<file path="src/rtl/ctl_pool_pkg.sv">
package ctl_pool_pkg;
  localparam int unsigned STAT_W = 2;
  localparam int unsigned BUSY_B = 0;
  localparam int unsigned RSV_B  = 1;
  localparam int unsigned RSV_SLOTS = 2;

  typedef struct packed {
    logic rsv;
    logic busy;
  } slot_stat_t;
endpackage

</file>
<file path="src/rtl/ctl_pool_search.sv">
module ctl_pool_search
  import ctl_pool_pkg::*;
#(
  parameter int unsigned N_SLOTS = 8,
  parameter int unsigned N_POP   = 6,
  parameter int unsigned IDW     = 3
) (
  input  logic [STAT_W*N_SLOTS-1:0] stat_i,
  input  logic                      want_rsv_i,
  output logic                      found_o,
  output logic [IDW-1:0]            idx_o
);
  logic [N_SLOTS-1:0] hit;

  for (genvar g = 0; g < N_SLOTS; g++) begin : g_hit
    if (g < N_POP) begin : g_pop
      slot_stat_t s;
      assign s      = stat_i[STAT_W*g +: STAT_W];
      assign hit[g] = ~s.busy & (s.rsv == want_rsv_i);
    end else begin : g_unpop
      assign hit[g] = 1'b0;
    end
  end

  // lowest index wins
  always_comb begin
    idx_o = '0;
    for (int i = N_SLOTS - 1; i >= 0; i--) begin
      if (hit[i]) idx_o = IDW'(i);
    end
  end

  assign found_o = |hit;
endmodule

</file>
<file path="src/rtl/ctl_pool_status.sv">
module ctl_pool_status
  import ctl_pool_pkg::*;
#(
  parameter int unsigned N_SLOTS = 8,
  parameter int unsigned N_POP   = 6,
  parameter int unsigned IDW     = 3,
  parameter int unsigned REV_W   = 4,
  parameter int unsigned SF_REV  = 3
) (
  input  logic                      clk_i,
  input  logic                      rst_ni,
  input  logic [REV_W-1:0]          rev_i,
  input  logic                      rel_en_i,
  input  logic [IDW-1:0]            rel_id_i,
  input  logic                      grant_en_i,
  input  logic [IDW-1:0]            grant_id_i,
  output logic                      init_o,
  output logic                      sflush_o,
  output logic [STAT_W*N_SLOTS-1:0] stat_o,
  output logic [STAT_W*N_SLOTS-1:0] stat_rel_o
);
  logic [STAT_W*N_SLOTS-1:0] stat_q, stat_d, stat_init;
  logic                      init_q, sflush_q;
  logic                      rev_ok;

  assign rev_ok = (rev_i >= REV_W'(SF_REV));

  for (genvar g = 0; g < N_SLOTS; g++) begin : g_slot
    logic rel_hit, gnt_hit;
    if (g < N_POP) begin : g_pop
      assign rel_hit = rel_en_i   && (rel_id_i   == IDW'(g));
      assign gnt_hit = grant_en_i && (grant_id_i == IDW'(g));
    end else begin : g_unpop
      assign rel_hit = 1'b0;
      assign gnt_hit = 1'b0;
    end
    // release applied ahead of the search
    assign stat_rel_o[STAT_W*g+BUSY_B] = stat_q[STAT_W*g+BUSY_B] & ~rel_hit;
    assign stat_rel_o[STAT_W*g+RSV_B]  = stat_q[STAT_W*g+RSV_B];
    assign stat_d[STAT_W*g+BUSY_B]     = stat_rel_o[STAT_W*g+BUSY_B] | gnt_hit;
    assign stat_d[STAT_W*g+RSV_B]      = stat_q[STAT_W*g+RSV_B];
    assign stat_init[STAT_W*g+BUSY_B]  = 1'b0;
    if (g < RSV_SLOTS && g < N_POP) begin : g_rsv
      assign stat_init[STAT_W*g+RSV_B] = rev_ok;
    end else begin : g_norsv
      assign stat_init[STAT_W*g+RSV_B] = 1'b0;
    end
  end

  always_ff @(posedge clk_i or negedge rst_ni) begin
    if (!rst_ni) begin
      stat_q   <= '0;
      init_q   <= 1'b1;
      sflush_q <= 1'b0;
    end else if (init_q) begin
      stat_q   <= stat_init;
      init_q   <= 1'b0;
      sflush_q <= rev_ok;
    end else begin
      stat_q   <= stat_d;
    end
  end

  assign stat_o   = stat_q;
  assign init_o   = init_q;
  assign sflush_o = sflush_q;
endmodule

</file>
<file path="src/rtl/ctl_pool_alloc.sv">
module ctl_pool_alloc
  import ctl_pool_pkg::*;
#(
  parameter int unsigned N_SLOTS = 8,
  parameter int unsigned N_POP   = 6,
  parameter int unsigned INTF_W  = 4,
  parameter int unsigned REV_W   = 4,
  parameter int unsigned SF_REV  = 3,
  localparam int unsigned IDW    = (N_SLOTS > 1) ? $clog2(N_SLOTS) : 1
) (
  input  logic                      clk_i,
  input  logic                      rst_ni,
  input  logic [REV_W-1:0]          rev_i,
  input  logic                      req_valid_i,
  output logic                      req_ready_o,
  input  logic [INTF_W-1:0]         req_intf_i,
  input  logic                      rel_valid_i,
  input  logic [IDW-1:0]            rel_id_i,
  output logic                      grant_valid_o,
  output logic [IDW-1:0]            grant_id_o,
  output logic                      fail_o,
  output logic                      fallback_o,
  output logic                      single_flush_o,
  output logic [STAT_W*N_SLOTS-1:0] status_o
);
  logic [STAT_W*N_SLOTS-1:0] stat_rel;
  logic                      init;
  logic                      req_fire, pair_intf;
  logic                      pref_found, alt_found, grant_en;
  logic [IDW-1:0]            pref_idx, alt_idx, grant_id;
  logic                      gv_q, fail_q, fb_q;
  logic [IDW-1:0]            gid_q;

  assign req_ready_o = ~init;
  assign req_fire    = req_valid_i & req_ready_o;
  assign pair_intf   = (req_intf_i == INTF_W'(1)) || (req_intf_i == INTF_W'(2));

  ctl_pool_status #(
    .N_SLOTS(N_SLOTS), .N_POP(N_POP), .IDW(IDW), .REV_W(REV_W), .SF_REV(SF_REV)
  ) u_status (
    .clk_i      (clk_i),
    .rst_ni     (rst_ni),
    .rev_i      (rev_i),
    .rel_en_i   (rel_valid_i & ~init),
    .rel_id_i   (rel_id_i),
    .grant_en_i (grant_en),
    .grant_id_i (grant_id),
    .init_o     (init),
    .sflush_o   (single_flush_o),
    .stat_o     (status_o),
    .stat_rel_o (stat_rel)
  );

  ctl_pool_search #(.N_SLOTS(N_SLOTS), .N_POP(N_POP), .IDW(IDW)) u_pref (
    .stat_i     (stat_rel),
    .want_rsv_i (pair_intf),
    .found_o    (pref_found),
    .idx_o      (pref_idx)
  );

  ctl_pool_search #(.N_SLOTS(N_SLOTS), .N_POP(N_POP), .IDW(IDW)) u_alt (
    .stat_i     (stat_rel),
    .want_rsv_i (~pair_intf),
    .found_o    (alt_found),
    .idx_o      (alt_idx)
  );

  assign grant_en = req_fire & (pref_found | alt_found);
  assign grant_id = pref_found ? pref_idx : alt_idx;

  always_ff @(posedge clk_i or negedge rst_ni) begin
    if (!rst_ni) begin
      gv_q   <= 1'b0;
      fail_q <= 1'b0;
      fb_q   <= 1'b0;
      gid_q  <= '0;
    end else begin
      gv_q   <= grant_en;
      fail_q <= req_fire & ~pref_found & ~alt_found;
      fb_q   <= req_fire & ~pref_found & alt_found;
      if (grant_en) gid_q <= grant_id;
    end
  end

  assign grant_valid_o = gv_q;
  assign grant_id_o    = gid_q;
  assign fail_o        = fail_q;
  assign fallback_o    = fb_q;
endmodule

</file>
<file path="config.mk">
export PLATFORM = sky130hd
export DESIGN_NAME = ctl_pool_alloc
export DESIGN_NICKNAME = d
export VERILOG_FILES = /design/src/rtl/ctl_pool_pkg.sv /design/src/rtl/ctl_pool_search.sv /design/src/rtl/ctl_pool_status.sv /design/src/rtl/ctl_pool_alloc.sv
export SDC_FILE = /design/constraint.sdc
export NUM_CORES = 1
export LEC_CHECK = 0
export ABC_AREA = 1
export CAP_MARGIN = 15
export CORE_MARGIN = 5
export CORE_UTILIZATION = 38
export CTS_CLUSTER_SIZE = 40
export DETAILED_ROUTE_END_ITERATION = 12
export PLACE_DENSITY = 0.66
export SETUP_SLACK_MARGIN = 0.02
export SYNTH_ARGS = -nofsm -noshare
export SYNTH_HDL_FRONTEND = slang
export SYNTH_HIERARCHICAL = 1
export SYNTH_SLANG_ARGS = --single-unit
</file>
<file path="constraint.sdc">
create_clock -name clk_i -period 2.7 [get_ports clk_i]
set_input_delay 0.54 -clock clk_i [delete_from_list [all_inputs] [get_ports clk_i]]
set_output_delay 0.54 -clock clk_i [all_outputs]
set_load 0.01 [all_outputs]
</file>
==> insert_results.sql <==
INSERT INTO impl_metrics (metric_group, metric, value, unit) VALUES
('timing', 'final_min_period_over_clock_period', '93.9', '%'),
('global_route', 'antenna_found_initial', '0', ''),
('floorplan', 'width_of_the_die', '67.0', 'um'),
('place', 'place_area', '1640', 'um^2'),
('power_and_ir_drop', 'irDropWorstVdd', '0.000285', 'V'),
('power_and_ir_drop', 'pwr_density_cell', '359', 'nW/um^2'),
('floorplan', 'ioPinCount', '39', ''),
('timing', 'slew_headroom', '60.1', '%'),
('global_route', 'total_global_routing_overflow', '0', ''),
('floorplan', 'core.rowCount', '20', ''),
('power_and_ir_drop', 'report.power.total', '0.000613', 'W'),
('cells_and_area', 'final_cells', '284', ''),
('yosys', 'ys.warnings.count', '6', ''),
('clock_network', 'cts.hold.buffers_added', '0', ''),
('cells_and_area', 'areaGrowthSynthToFinish', '38.5', '%'),
('critical_path', 'setup.worst_path.end_class', 'flip-flop', ''),
('critical_path', 'cpLargestDelayFamily', 'simple AND/OR/NAND/NOR gates', ''),
('yosys', 'synthesis.area', '1230', 'um^2'),
('floorplan', 'chipHeight', '67.0', 'um'),
('global_route', 'first_pass_grt_wire_length', '4710', 'um'),
('place', 'post-place-cells', '279', ''),
('timing', 'finClkSkew', '4.61', 'ps'),
('timing', 'hold_ws', '495', 'ps'),
('critical_path', 'crit_path_top_delay_cell', 'sky130_fd_sc_hd__clkdlybuf4s50_1', ''),
('cells_and_area', 'design.final.nets', '256', ''),
('clock_network', 'cts-htree-levels', '1', ''),
('timing', 'final-setup-viol-count', '0', ''),
('timing', 'max_slew.worst_pin.slew', '596', 'ps'),
('global_route', 'globalRouteMet3Util', '2.53', '%'),
('timing', 'hold_viol_final', '0', ''),
('yosys', 'syn_area_per_cell', '6.45', 'um^2'),
('clock_network', 'clkSinkCount', '14', ''),
('clock_network', 'cts_tree', 'done', ''),
('global_route', 'grt_usage', '13.7', '%'),
('place', 'place_ws', '-194', 'ps'),
('yosys', 'syn-instance-count', '191', ''),
('global_route', 'met2_capacity_usage_during_global_routing', '23.6', '%'),
('place', 'place_hpwl', '2240', 'um'),
('critical_path', 'timing.critical_path.buf_inv', '6', ''),
('floorplan', 'effective_utilization_at_floorplan', '40.0', '%'),
('floorplan', 'core', '3080', 'um^2'),
('hold_path', 'hold_path.class', 'flip-flop to flip-flop', ''),
('clock_network', 'clock_path_buffers', '2', ''),
('route', 'drt-initial-drc-count', '51', ''),
('route', 'drc_errors', '0', ''),
('flow_run', 'timing.max_cap.violations', '0', ''),
('route', 'drt-wirelength-per-cell', '9.55', 'um'),
('global_route', 'first_global_vias', '1123', ''),
('critical_path', 'rrSetupSlack', '430', 'ps'),
('power_and_ir_drop', 'p_leak', '0.900', 'nW'),
('timing', 'timing.final.crit_period', '2540', 'ps'),
('place', 'place.gp.congestion', '0.808', ''),
('cells_and_area', 'post-route-cell-area', '1710', 'um^2'),
('global_route', 'grt_max_degree', '15', ''),
('cells_and_area', 'insertedDiodeCount', '0', ''),
('critical_path', 'crit_chain', 'clkdlybuf4s50_1, inv_1, nor2_2, inv_2, nor2_4, nand2_1, nand2_1, inv_1, a21oi_1, o21ai_2, nand2_1, inv_1, nand4_1, nor2_1, nor2_4, inv_2, nor2_4, nand3_1, a21oi_2', ''),
('timing', 'finalMaxSlewViolations', '0', ''),
('route', 'vias', '1206', ''),
('critical_path', 'worst_ep_required_time', '2910', 'ps'),
('route', 'drtAntennaViolNets', '0', ''),
('global_route', 'grtUsageMet1', '17.6', '%'),
('timing', 'clock.fmax', '394', 'MHz'),
('floorplan', 'fp.dieArea', '4480', 'um^2'),
('global_route', 'grt-busiest-layer', 'met2', ''),
('critical_path', 'arrival', '2750', 'ps'),
('route', 'detailedRoute.firstPassIterationCount', '4', ''),
('route', 'postRouteWirelength', '2710', 'um'),
('timing', 'setup_slack', '164', 'ps'),
('place', 'numPortBuffers', '30', ''),
('critical_path', 'worstSetupStartpointType', 'primary input', ''),
('clock_network', 'clock_pin_slew_reported_for_the_worst_setup_and_hold_paths_after_clock_tree_synthesis', '80', 'ps'),
('critical_path', 'worst_path_largest_cell_delay', '450', 'ps'),
('status', 'result_of_the_run', 'complete, no violations', ''),
('clock_network', 'worst_skew_pair.late_latency', '280', 'ps'),
('critical_path', 'critPathKind', 'primary input to flip-flop', ''),
('critical_path', 'critical_path_peak_fanout', '5', ''),
('route', 'via_to_cell_ratio', '4.25', ''),
('cells_and_area', 'post_route_cells_drive_above_1_share', '25.4', '%'),
('clock_network', 'cts.root.buffer_cell', 'sky130_fd_sc_hd__clkbuf_4', ''),
('clock_network', 'number_of_buffers_inserted_during_clock_tree_synthesis', '3', '');
==> sequential cells by signal (all words and copies together), names as in the netlist <==
| register | flops |
|---|---|
| fail_o | 1 |
| fallback_o | 1 |
| grant_id_o | 3 |
| grant_valid_o | 1 |
| u_status/init_o | 1 |
| u_status/stat_o | 7 |
==> report_power, final <==
part           total (W)  switching [W]  leakage (nW)  internal, W
logic           0.000259       0.000134         0.702     0.000125
registers       0.000235      0.0000107         0.183     0.000225
clock network   0.000119      0.0000615        0.0150    0.0000573
==> stage by stage <==
stage / setup TNS, ps / utilization, %
global route: -16.2 / 55.4
global placement: -624 / 53.4
finish: 0 / 55.4
CTS: 0 / 54.2
detailed placement: -982 / 53.4
floorplan: 0 / -
==> path summary, 6_finish.rpt <==
path                                 start                   to  cells past startpoint
max                            rel_valid_i   u_status/stat_o[4]                     19
min                          grant_id_o[0]        grant_id_o[0]                      2
max reg2reg                u_status/init_o   u_status/stat_o[4]                     16
min reg2reg                  grant_id_o[0]        grant_id_o[0]                      2
max in group asynchronous           rst_ni   u_status/stat_o[1]                      1
min in group asynchronous           rst_ni  u_status/stat_o[10]                      1
==> cells in the final DEF, fill, tap and decap left out <==
cell type                         count
sky130_fd_sc_hd__clkdlybuf4s50_1     30
sky130_fd_sc_hd__clkbuf_1             1
sky130_fd_sc_hd__nor3_1               1
sky130_fd_sc_hd__o21ai_0              2
sky130_fd_sc_hd__buf_4               22
sky130_fd_sc_hd__inv_1               28
sky130_fd_sc_hd__nand2_4              2
sky130_fd_sc_hd__nand2_2              9
sky130_fd_sc_hd__dfstp_2              1
sky130_fd_sc_hd__o21ai_1              2
sky130_fd_sc_hd__nand2_1             52
sky130_fd_sc_hd__nand4_1              2
sky130_fd_sc_hd__or2_0                2
sky130_fd_sc_hd__o21ai_2              2
sky130_fd_sc_hd__nor3_2               2
sky130_fd_sc_hd__a21oi_2              4
sky130_fd_sc_hd__dfrtp_1             13
sky130_fd_sc_hd__inv_4                1
sky130_fd_sc_hd__nor2_1              15
sky130_fd_sc_hd__conb_1              13
sky130_fd_sc_hd__nor2_2               8
sky130_fd_sc_hd__a31oi_1              1
sky130_fd_sc_hd__clkbuf_4             3
sky130_fd_sc_hd__inv_2                4
sky130_fd_sc_hd__a21oi_1             10
sky130_fd_sc_hd__nor2_4               3
sky130_fd_sc_hd__nand3b_1             2
sky130_fd_sc_hd__nand3_1              5
==> layout make-up <==
cell class                      instances  area (um^2)
Fill cell                             319         1370
Multi-Input combinational cell        137          682
Timing Repair Buffer                   52          465
Sequential cell                        14          352
Inverter                               33          126
Tap cell                               44         55.1
Clock buffer                            4         26.3
==> what timing repair did <==
action / 4_1_cts / 5_1_grt
setup buffers: 0 / 1
gates resized for setup: 0 / 11
endpoints found under the hold margin: 0 / 0
setup endpoints to repair: 0 / 7
==> worst min-delay path, delay by kind of cell (launching register included) <==
kind | cells | cell delay [ps]
flops | 1 | 350
simple gates | 2 | 110
==> metal layers <==
| metal | up-vias | part of all wire, % |
|---|---|---|
| li1 | 649 | - |
| met1 | 527 | 46 |
| met2 | 30 | 48 |
| met3 | 0 | 5.5 |
| met4 | 0 | 0 |
| met5 | - | 0 |
No activity file was read; power rests on OpenSTA's default activity.
